File: src/rtl/ccm_pkg.sv
package ccm_pkg;

    typedef enum logic [2:0] {
        ST_IDLE,
        ST_RD_DRIVE,
        ST_SENSE,
        ST_WR_DRIVE,
        ST_DONE
    } ccm_state_e;

endpackage

File: src/rtl/ccm_line_dec.sv
module ccm_line_dec #(
    parameter int LINES = 4,
    localparam int IDX_W = (LINES > 1) ? $clog2(LINES) : 1
) (
    input  logic             en,
    input  logic [IDX_W-1:0] idx,
    output logic [LINES-1:0] lines
);

    for (genvar i = 0; i < LINES; i++) begin : g_line
        assign lines[i] = en && (idx == IDX_W'(i));
    end

endmodule

File: src/rtl/ccm_sense_latch.sv
module ccm_sense_latch #(
    parameter int W = 8
) (
    input  logic         clk,
    input  logic         rst_n,
    input  logic         clr,
    input  logic         cap_en,
    input  logic [W-1:0] sense,
    output logic [W-1:0] word
);

    logic [W-1:0] word_d, word_q;

    always_comb begin
        word_d = word_q;
        if (clr) begin
            word_d = '0;
        end else if (cap_en) begin
            word_d = word_q | sense;
        end
    end

    always_ff @(posedge clk or negedge rst_n) begin
        if (!rst_n) begin
            word_q <= '0;
        end else begin
            word_q <= word_d;
        end
    end

    assign word = word_q;

endmodule

File: src/rtl/ccm_ctrl.sv
module ccm_ctrl
    import ccm_pkg::*;
#(
    parameter int DATA_W    = 8,
    parameter int X_LINES   = 4,
    parameter int Y_LINES   = 4,
    parameter int DRIVE_CYC = 3,
    localparam int XA_W   = $clog2(X_LINES),
    localparam int YA_W   = $clog2(Y_LINES),
    localparam int ADDR_W = XA_W + YA_W
) (
    input  logic              clk,
    input  logic              rst_n,
    input  logic              host_req,
    input  logic              host_wr,
    input  logic [ADDR_W-1:0] host_addr,
    input  logic [DATA_W-1:0] host_wdata,
    output logic              host_busy,
    output logic              host_done,
    output logic [DATA_W-1:0] host_rdata,
    output logic [X_LINES-1:0] core_x,
    output logic [Y_LINES-1:0] core_y,
    output logic              core_set,
    output logic [DATA_W-1:0] core_inh,
    input  logic [DATA_W-1:0] core_sense
);

    localparam int CNT_W = $clog2(DRIVE_CYC + 1);
    localparam logic [CNT_W-1:0] CNT_LOAD = CNT_W'(DRIVE_CYC - 1);

    typedef struct packed {
        ccm_state_e        st;
        logic [CNT_W-1:0]  cnt;
        logic              is_wr;
        logic [ADDR_W-1:0] addr;
        logic [DATA_W-1:0] wword;
        logic [DATA_W-1:0] rdata;
    } regs_t;

    regs_t r_d, r_q;
    logic  cap_clr;
    logic  drive_en;
    logic  inh_window;
    logic [DATA_W-1:0] cap_word;
    logic [DATA_W-1:0] target;

    // Next-state computation
    always_comb begin
        r_d     = r_q;
        cap_clr = 1'b0;
        case (r_q.st)
            ST_IDLE: begin
                if (host_req) begin
                    r_d.st    = ST_RD_DRIVE;
                    r_d.cnt   = CNT_LOAD;
                    r_d.is_wr = host_wr;
                    r_d.addr  = host_addr;
                    r_d.wword = host_wdata;
                    cap_clr   = 1'b1;
                end
            end
            ST_RD_DRIVE: begin
                if (r_q.cnt == '0) begin
                    r_d.st = ST_SENSE;
                end else begin
                    r_d.cnt = r_q.cnt - 1'b1;
                end
            end
            ST_SENSE: begin
                r_d.st  = ST_WR_DRIVE;
                r_d.cnt = CNT_LOAD;
            end
            ST_WR_DRIVE: begin
                if (r_q.cnt == '0) begin
                    r_d.st = ST_DONE;
                    if (!r_q.is_wr) begin
                        r_d.rdata = cap_word;
                    end
                end else begin
                    r_d.cnt = r_q.cnt - 1'b1;
                end
            end
            ST_DONE: begin
                r_d.st = ST_IDLE;
            end
            default: begin
                r_d.st = ST_IDLE;
            end
        endcase
    end

    always_ff @(posedge clk or negedge rst_n) begin
        if (!rst_n) begin
            r_q <= '{st: ST_IDLE, cnt: '0, is_wr: 1'b0, addr: '0,
                     wword: '0, rdata: '0};
        end else begin
            r_q <= r_d;
        end
    end

    // Sense capture during the clearing drive only
    ccm_sense_latch #(.W(DATA_W)) u_cap (
        .clk    (clk),
        .rst_n  (rst_n),
        .clr    (cap_clr),
        .cap_en (r_q.st == ST_RD_DRIVE),
        .sense  (core_sense),
        .word   (cap_word)
    );

    assign drive_en = (r_q.st == ST_RD_DRIVE) || (r_q.st == ST_WR_DRIVE);

    ccm_line_dec #(.LINES(X_LINES)) u_xdec (
        .en    (drive_en),
        .idx   (r_q.addr[XA_W-1:0]),
        .lines (core_x)
    );

    ccm_line_dec #(.LINES(Y_LINES)) u_ydec (
        .en    (drive_en),
        .idx   (r_q.addr[ADDR_W-1:XA_W]),
        .lines (core_y)
    );

    // Inhibit window spans one cycle either side of the setting drive
    assign inh_window = (r_q.st == ST_SENSE) || (r_q.st == ST_WR_DRIVE) ||
                        (r_q.st == ST_DONE);
    assign target     = r_q.is_wr ? r_q.wword : cap_word;
    assign core_inh   = inh_window ? ~target : '0;
    assign core_set   = (r_q.st == ST_WR_DRIVE);

    assign host_busy  = (r_q.st != ST_IDLE);
    assign host_done  = (r_q.st == ST_DONE);
    assign host_rdata = r_q.rdata;

endmodule

File: config.mk
export PLATFORM = sky130hd
export DESIGN_NAME = ccm_ctrl
export DESIGN_NICKNAME = d
export VERILOG_FILES = /design/src/rtl/ccm_pkg.sv /design/src/rtl/ccm_line_dec.sv /design/src/rtl/ccm_sense_latch.sv /design/src/rtl/ccm_ctrl.sv
export SDC_FILE = /design/constraint.sdc
export NUM_CORES = 1
export LEC_CHECK = 0
export ABC_AREA = 1
export ABC_CLOCK_PERIOD_IN_PS = 2700
export BUFFER_PORTS_ARGS = -buffer_cell sky130_fd_sc_hd__buf_2
export CAP_MARGIN = 0
export CORE_ASPECT_RATIO = 0.7
export CORE_MARGIN = 4
export CORE_UTILIZATION = 50
export DETAILED_ROUTE_END_ITERATION = 10
export MAX_ROUTING_LAYER = met4
export PLACE_DENSITY = 0.8
export SETUP_SLACK_MARGIN = 0.4
export SLEW_MARGIN = 30
export SYNTH_ARGS = -nofsm -noshare
export SYNTH_HDL_FRONTEND = slang
export SYNTH_HIERARCHICAL = 1
export SYNTH_SLANG_ARGS = --single-unit
File: constraint.sdc
create_clock -name clk -period 2.7 [get_ports clk]
set_input_delay 0.27 -clock clk [delete_from_list [all_inputs] [get_ports clk]]
set_output_delay 0.27 -clock clk [all_outputs]
set_load 0.01 [all_outputs]
==> After elaboration in Yosys (flattened, before gate mapping) <==
Cells that the tools add are included.
{ "classes": {"bitwise": 3, "eq_ne": 14, "shift": 0, "addsub": 1, "muxes": 12, "n_mul": 0, "order_cmp": 0, "reduce_logical": 23, "div_mod_pow": 0} }
{ "ops": {"columns": ["op", "count"], "rows": [
  ["8-bit 2-to-1 mux", 4],
  ["18-bit 2-to-1 mux", 1],
  ["3-bit case mux with 4 select lines", 1],
  ["3-bit AND reduction", 3],
  ["2-bit == test (second input constant)", 4],
  ["1-bit logical AND", 8],
  ["8-bit NOT", 1],
  ["8-bit OR", 1],
  ["3-bit by 2-bit == test with 1-bit output (second input constant)", 2],
  ["2-bit zero test", 3],
  ["3-bit 2-to-1 mux", 2],
  ["2-bit inequality test (second input constant)", 3],
  ["2-bit case mux with 3 select lines", 1],
  ["3-bit nonzero test", 2],
  ["2-bit by 1-bit == test with 1-bit output (second input constant)", 2],
  ["3-bit by 1-bit == test with 1-bit output (second input constant)", 1],
  ["3-bit == test (second input constant)", 1],
  ["3-bit zero test", 1],
  ["1-bit logical OR", 3],
  ["1-bit 2-to-1 mux", 2],
  ["2-bit 2-to-1 mux", 1],
  ["2-bit by 1-bit inequality test with 1-bit output (second input constant)", 1],
  ["2-bit AND reduction", 1],
  ["2-bit nonzero test", 1],
  ["other kinds (3)", 3]
]} }
{ "word_totals": {"mem_bits_rw": 0, "romBits": 0, "output_inout_bits": 27, "mem_count": 0, "in_bits": 24, "latch_bits": 0, "word_cells": 60, "reg_bits": 34} }

==> Longest topological paths before layout <==
{ "logic_depth": {"word_depth": 4, "depth_mapped": 8, "ltp_nobuf": 7} }

==> Cells and area by module <==
The synthesis kept the hierarchy.
{ "modules_own_cells": {"columns": ["module", "cells_per_inst", "seq_area_each_um2", "instances", "area_each_um2"], "rows": [
  ["ccm_ctrl", 168, 650.6, 1, 1327.5],
  ["ccm_sense_latch", 34, 200.2, 1, 309.0],
  ["ccm_line_dec", 8, 0.0, 2, 30.0]
]} }

==> Least setup slack after synthesis <==
OpenSTA, ideal clock, no wires.
{ "synth_timing": {"path_type": "register -> output", "from": "register r_q[23] in the netlist's numbering", "to": "output port core_inh[0]", "slack_ns": 1.261, "t_required_ns": 2.430, "path_buffers": 0, "path_stages_with_launch": 4, "arrival_time_ns": 1.169, "cell_sequence": "dfrtp_1 > nor3_1 > a21oi_1 > nor2_1"} }
{ "synth_between": {"word_cells_on_any_way": 6, "classes_between": "eq/ne: 3; mux: 1; reduce/logical: 2"} }
{ "synth_lines": {"columns": ["element", "line", "text"], "rows": [
  ["from (decl)", "ccm_ctrl.sv:40", "regs_t r_d, r_q;"],
  ["from (signal assigned)", "ccm_ctrl.sv:94", "r_q <= '{st: ST_IDLE, cnt: '0, is_wr: 1'b0, addr: '0,"],
  ["from (signal assigned)", "ccm_ctrl.sv:97", "r_q <= r_d;"],
  ["3-bit == test", null, null],
  ["named net host_done", "ccm_ctrl.sv:19", "output logic host_done,"],
  ["1-bit logical OR", "ccm_ctrl.sv:126", "assign inh_window = (r_q.st == ST_SENSE) || (r_q.st == ST_WR_DRIVE) ||"],
  ["8-bit 2-to-1 mux", "ccm_ctrl.sv:129", "assign core_inh = inh_window ? ~target : '0;"],
  ["to (decl)", "ccm_ctrl.sv:24", "output logic [DATA_W-1:0] core_inh,"]
]} }
The timed path passes the listed nets, and every way through them passes these cells.

==> Worst setup path in the final report <==
{ "layout_timing": {"from": "register r_q[25] in the netlist's numbering", "to": "output port core_inh[3]"} }
{ "layout_between": {"elab_chain_len": 4, "word_cells_on_any_way": 6, "classes_between": "eq/ne: 3; mux: 1; reduce/logical: 2"} }
{ "layout_rtl": {"columns": ["element", "line"], "rows": [
  ["3-bit by 2-bit == test with 1-bit output", "ccm_ctrl.sv:126"],
  ["1-bit logical OR", "ccm_ctrl.sv:126"],
  ["1-bit logical OR (*)", "ccm_ctrl.sv:126"],
  ["8-bit 2-to-1 mux (*)", "ccm_ctrl.sv:129"]
]} }
Every way passes the cells marked *; elsewhere a longest branch is shown, timed or not.

==> flow_metrics.env <==
export IMPL_power_internal_mw=1.490
export IMPL_ys_seq_elements=34
export IMPL_postSynthAreaPerCell_um2=7.783
export IMPL_worstSkewPairLatency_ns=0.28
export IMPL_post_synth_xor_area_fraction=0
export IMPL_initial_antenna_violation_count=0
export IMPL_worst_r2r_cell_count=5
export IMPL_floorplan_die_area_mm2=0.004404
export IMPL_worst_setup_path_end_kind="output pin"
export IMPL_clock_path_buffers=2
export IMPL_grt_pass1_wl_um=5768
export IMPL_place_inst=300
export IMPL_drive_above_1_share=0.2759
export IMPL_holdBufCountCts=0
export IMPL_max_cap_violations=0
export IMPL_regToRegStartpoint="r_q[23]"
export IMPL_core_mm2=0.003212
export IMPL_timing_critical_path_slowest_cell_delay_ns=0.57
export IMPL_worstPathRequired_ns=2.43
export IMPL_fp_row_count=17
export IMPL_period_share=0.7426
export IMPL_simple_gate_portion_of_the_synthesized_area=0.2633
export IMPL_layout_min_cycle_time_ns=2.005
export IMPL_crit_path_max_fanout=8
export IMPL_postSynthNetCount=243
export IMPL_cell_area_after_placement_mm2=0.001901
export IMPL_comb_power_share=0.470
export IMPL_post_layout_net_count=285
export IMPL_synth_top_family_by_area="simple AND/OR/NAND/NOR gates"
export IMPL_synthDistinctLibCells=21
export IMPL_reg2reg_capture_point="r_q[8]"
export IMPL_timing_critical_path_cells="inv_2, nor3_1, a21oi_1, nor2_1, buf_2"
export IMPL_cts_sinks=34
export IMPL_post_route_cell_area_mm2=0.002009
export IMPL_synthAdderAreaFrac=0.007375
export IMPL_finish_utilization=0.6256
export IMPL_cts_root_buf="clkbuf_8"
export IMPL_synth_area_mux_share=0
export IMPL_final_weighted_congestion_of_routability_driven_global_placement=0.8032
export IMPL_post_cts_setup_buffer_count=0
export IMPL_finalHoldViolCount=0
export IMPL_result_of_the_run="complete, no violations"
export IMPL_io_pin_count=51
export IMPL_maxClockFrequency_mhz=498.7
export IMPL_grt_max_degree=35
export IMPL_antenna_cells=0
export IMPL_aggregate_negative_setup_slack_ns=0
export IMPL_drt_first_pass_iters=4
export IMPL_report_final_slew_viol_count=0
export IMPL_floorplan_die_height_um=56.74
export IMPL_r2r_setup_slack_ns=1.05
export IMPL_routed_wl_um=3461
export IMPL_irDropWorstVdd_uv=645.6
export IMPL_ys_seq_area_frac=0.5015
export IMPL_synth_top_area_frac=0.5015
export IMPL_cts_htree_levels=2
export IMPL_power_per_standard_cell_area_mw_per_mm2=1305
export IMPL_post_cts_resized_instances=0
export IMPL_slew_headroom=0.5072
export IMPL_p_leak_nw=1.186
export IMPL_detailedPlacementHpwl_um=2574
export IMPL_synthDominantAreaCellType="dfrtp_1"
export IMPL_pwr_share_clk=0.173
export IMPL_route_detailed_vias_per_inst=4.607
export IMPL_synth_area_mm2=0.001697
export IMPL_rsz0062_at_grt="false"
export IMPL_start_kind="register"
export IMPL_chipWidth_um=77.63
export IMPL_min_delay_path_class="input pin to async pin"
export IMPL_path_clk_slew_ns=0.07
export IMPL_dr_first_iter_drc_count=121
export IMPL_sequentialPowerShare=0.357
export IMPL_pre_cts_ws_ns=0.9858
export IMPL_grt_usage=0.1733
export IMPL_worst_endpoint_arrival_ns=1.74
export IMPL_post_synthesis_cell_count=218
export IMPL_grt_pass1_vias=1335
export IMPL_clock_skew_final_ns=0.004397
export IMPL_net_switching_power_mw=1.133
export IMPL_stdcell_count=308
export IMPL_critical_path_slowest_cell="a21oi_1"
export IMPL_initial_cell_density_of_the_core=0.5282
export IMPL_ant_nets=0
export IMPL_synth_compound_gate_area_share=0.09735
export IMPL_number_of_warnings_issued_by_yosys=6
export IMPL_via_count=1419
export IMPL_critPathKind="register to output pin"
export IMPL_io_buffer_count=50
export IMPL_post_drt_wl_per_cell_um=11.24
export IMPL_synthTopCellsByArea="dfrtp_1 50%, nand2_1 18%, inv_1 6.4%"
export IMPL_timing_worst_slew_pin_value_ns=0.7392
export IMPL_switching_share=0.4319
export IMPL_grt_overflow_total=0
export IMPL_post_route_worst_setup_slack_ns=0.6950
export IMPL_area_growth_syn_to_layout_pct=18.44
export IMPL_tritoncts="done"
export IMPL_cts_made_buffers=5
export IMPL_setup_violations=0
export IMPL_drcViolationCount=0
[worst max-delay path: cells and delay by family, from the launching register on]
kind,cells,cell delay (ns)
buf+inv,2,0.31
flops,1,0.40
simple gates,2,0.18
compound gates,1,0.57
[cells by family (layout without fill, tap and decap cells)]
group                      after synthesis  count (layout)
AOI/OAI and AO/OA                       27              27
adders and majority gates                1               1
buffers and inverters                   46              89
DFF                                     34              34
and+or+nand+nor                        110             110
[layout by cell type (no fill, tap or decap)]
cell type  synthesis  layout
nand2_1           80      80
buf_2              2      50
dfrtp_1           34      34
inv_1             29      29
nor2_1            19      19
a21oi_1           10      10
o21ai_0            9       9
o21ai_2            8       8
nand3_1            5       5
clkbuf_8           0       5
inv_2              2       2
clkinv_2           0       2
nand2_2            1       1
nor2_4             1       1
nand3_2            1       1
nor3_1             1       1
nand2_4            1       1
and3_1             1       1
ha_1               1       1
bufinv_16          0       1
[metal layers]
metal | vias up | wire [um] | track usage
met4 | 0 | 39 | 0.05330
met2 | 41 | 1517 | 0.2524
li1 | 736 | - | -
met5 | - | 0 | -
met1 | 638 | 1633 | 0.2195
met3 | 4 | 271 | 0.07212
[synth_stat cells]
master,number
inv_1,29
and3_1,1
o21ai_2,8
buf_6,2
nand2_1,80
nand2_2,1
clkbuf_2,1
buf_4,8
nand3_1,5
nand2_4,1
inv_2,2
a21oi_1,10
ha_1,1
clkbuf_1,2
nor3_1,1
nor2_4,1
dfrtp_1,34
buf_2,2
nand3_2,1
nor2_1,19
o21ai_0,9
[through the flow]
stage               power [mW]  hold slack [ns]
finish                   2.623          0.04973
floorplan                1.892         -0.02559
global placement         2.163           0.3760
detailed placement       2.187           0.3809
CTS                      2.653          0.07554
global route             2.876           0.1126
[power by group through the flow]
stage / sequential (mW) / clock [mW] / combinational [mW]
final: 0.937 / 0.453 / 1.23
after global routing: 0.977 / 0.481 / 1.42
after CTS: 0.938 / 0.467 / 1.25
after detailed placement: 0.948 / 0 / 1.24
after global placement: 0.935 / 0 / 1.23
after floorplan: 0.888 / 0 / 1.00
[final cells by class]
class,instances,area [um2]
Fill cell,303,1202
Clock buffer,5,68.82
Clock inverter,3,40.04
Inverter,31,116.4
Sequential cell,34,850.8
Tap cell,47,58.81
Multi-Input combinational cell,138,624.3
Timing Repair Buffer,50,250.2
[state kept, by name (all words and copies together) (netlist names)]
name and flops:
r_q 18, host_rdata 8, u_cap/word 8
[worst max path at each step]
| stage | end | startpoint |
|---|---|---|
| after floorplan | core_inh[0] | r_q[23] |
| after global placement | core_inh[0] | r_q[25] |
| after detailed placement | core_inh[0] | r_q[25] |
| after CTS | core_inh[0] | r_q[25] |
| after global routing | core_inh[4] | r_q[25] |
| final | core_inh[3] | r_q[25] |
Power figures use the tool's default switching activity.
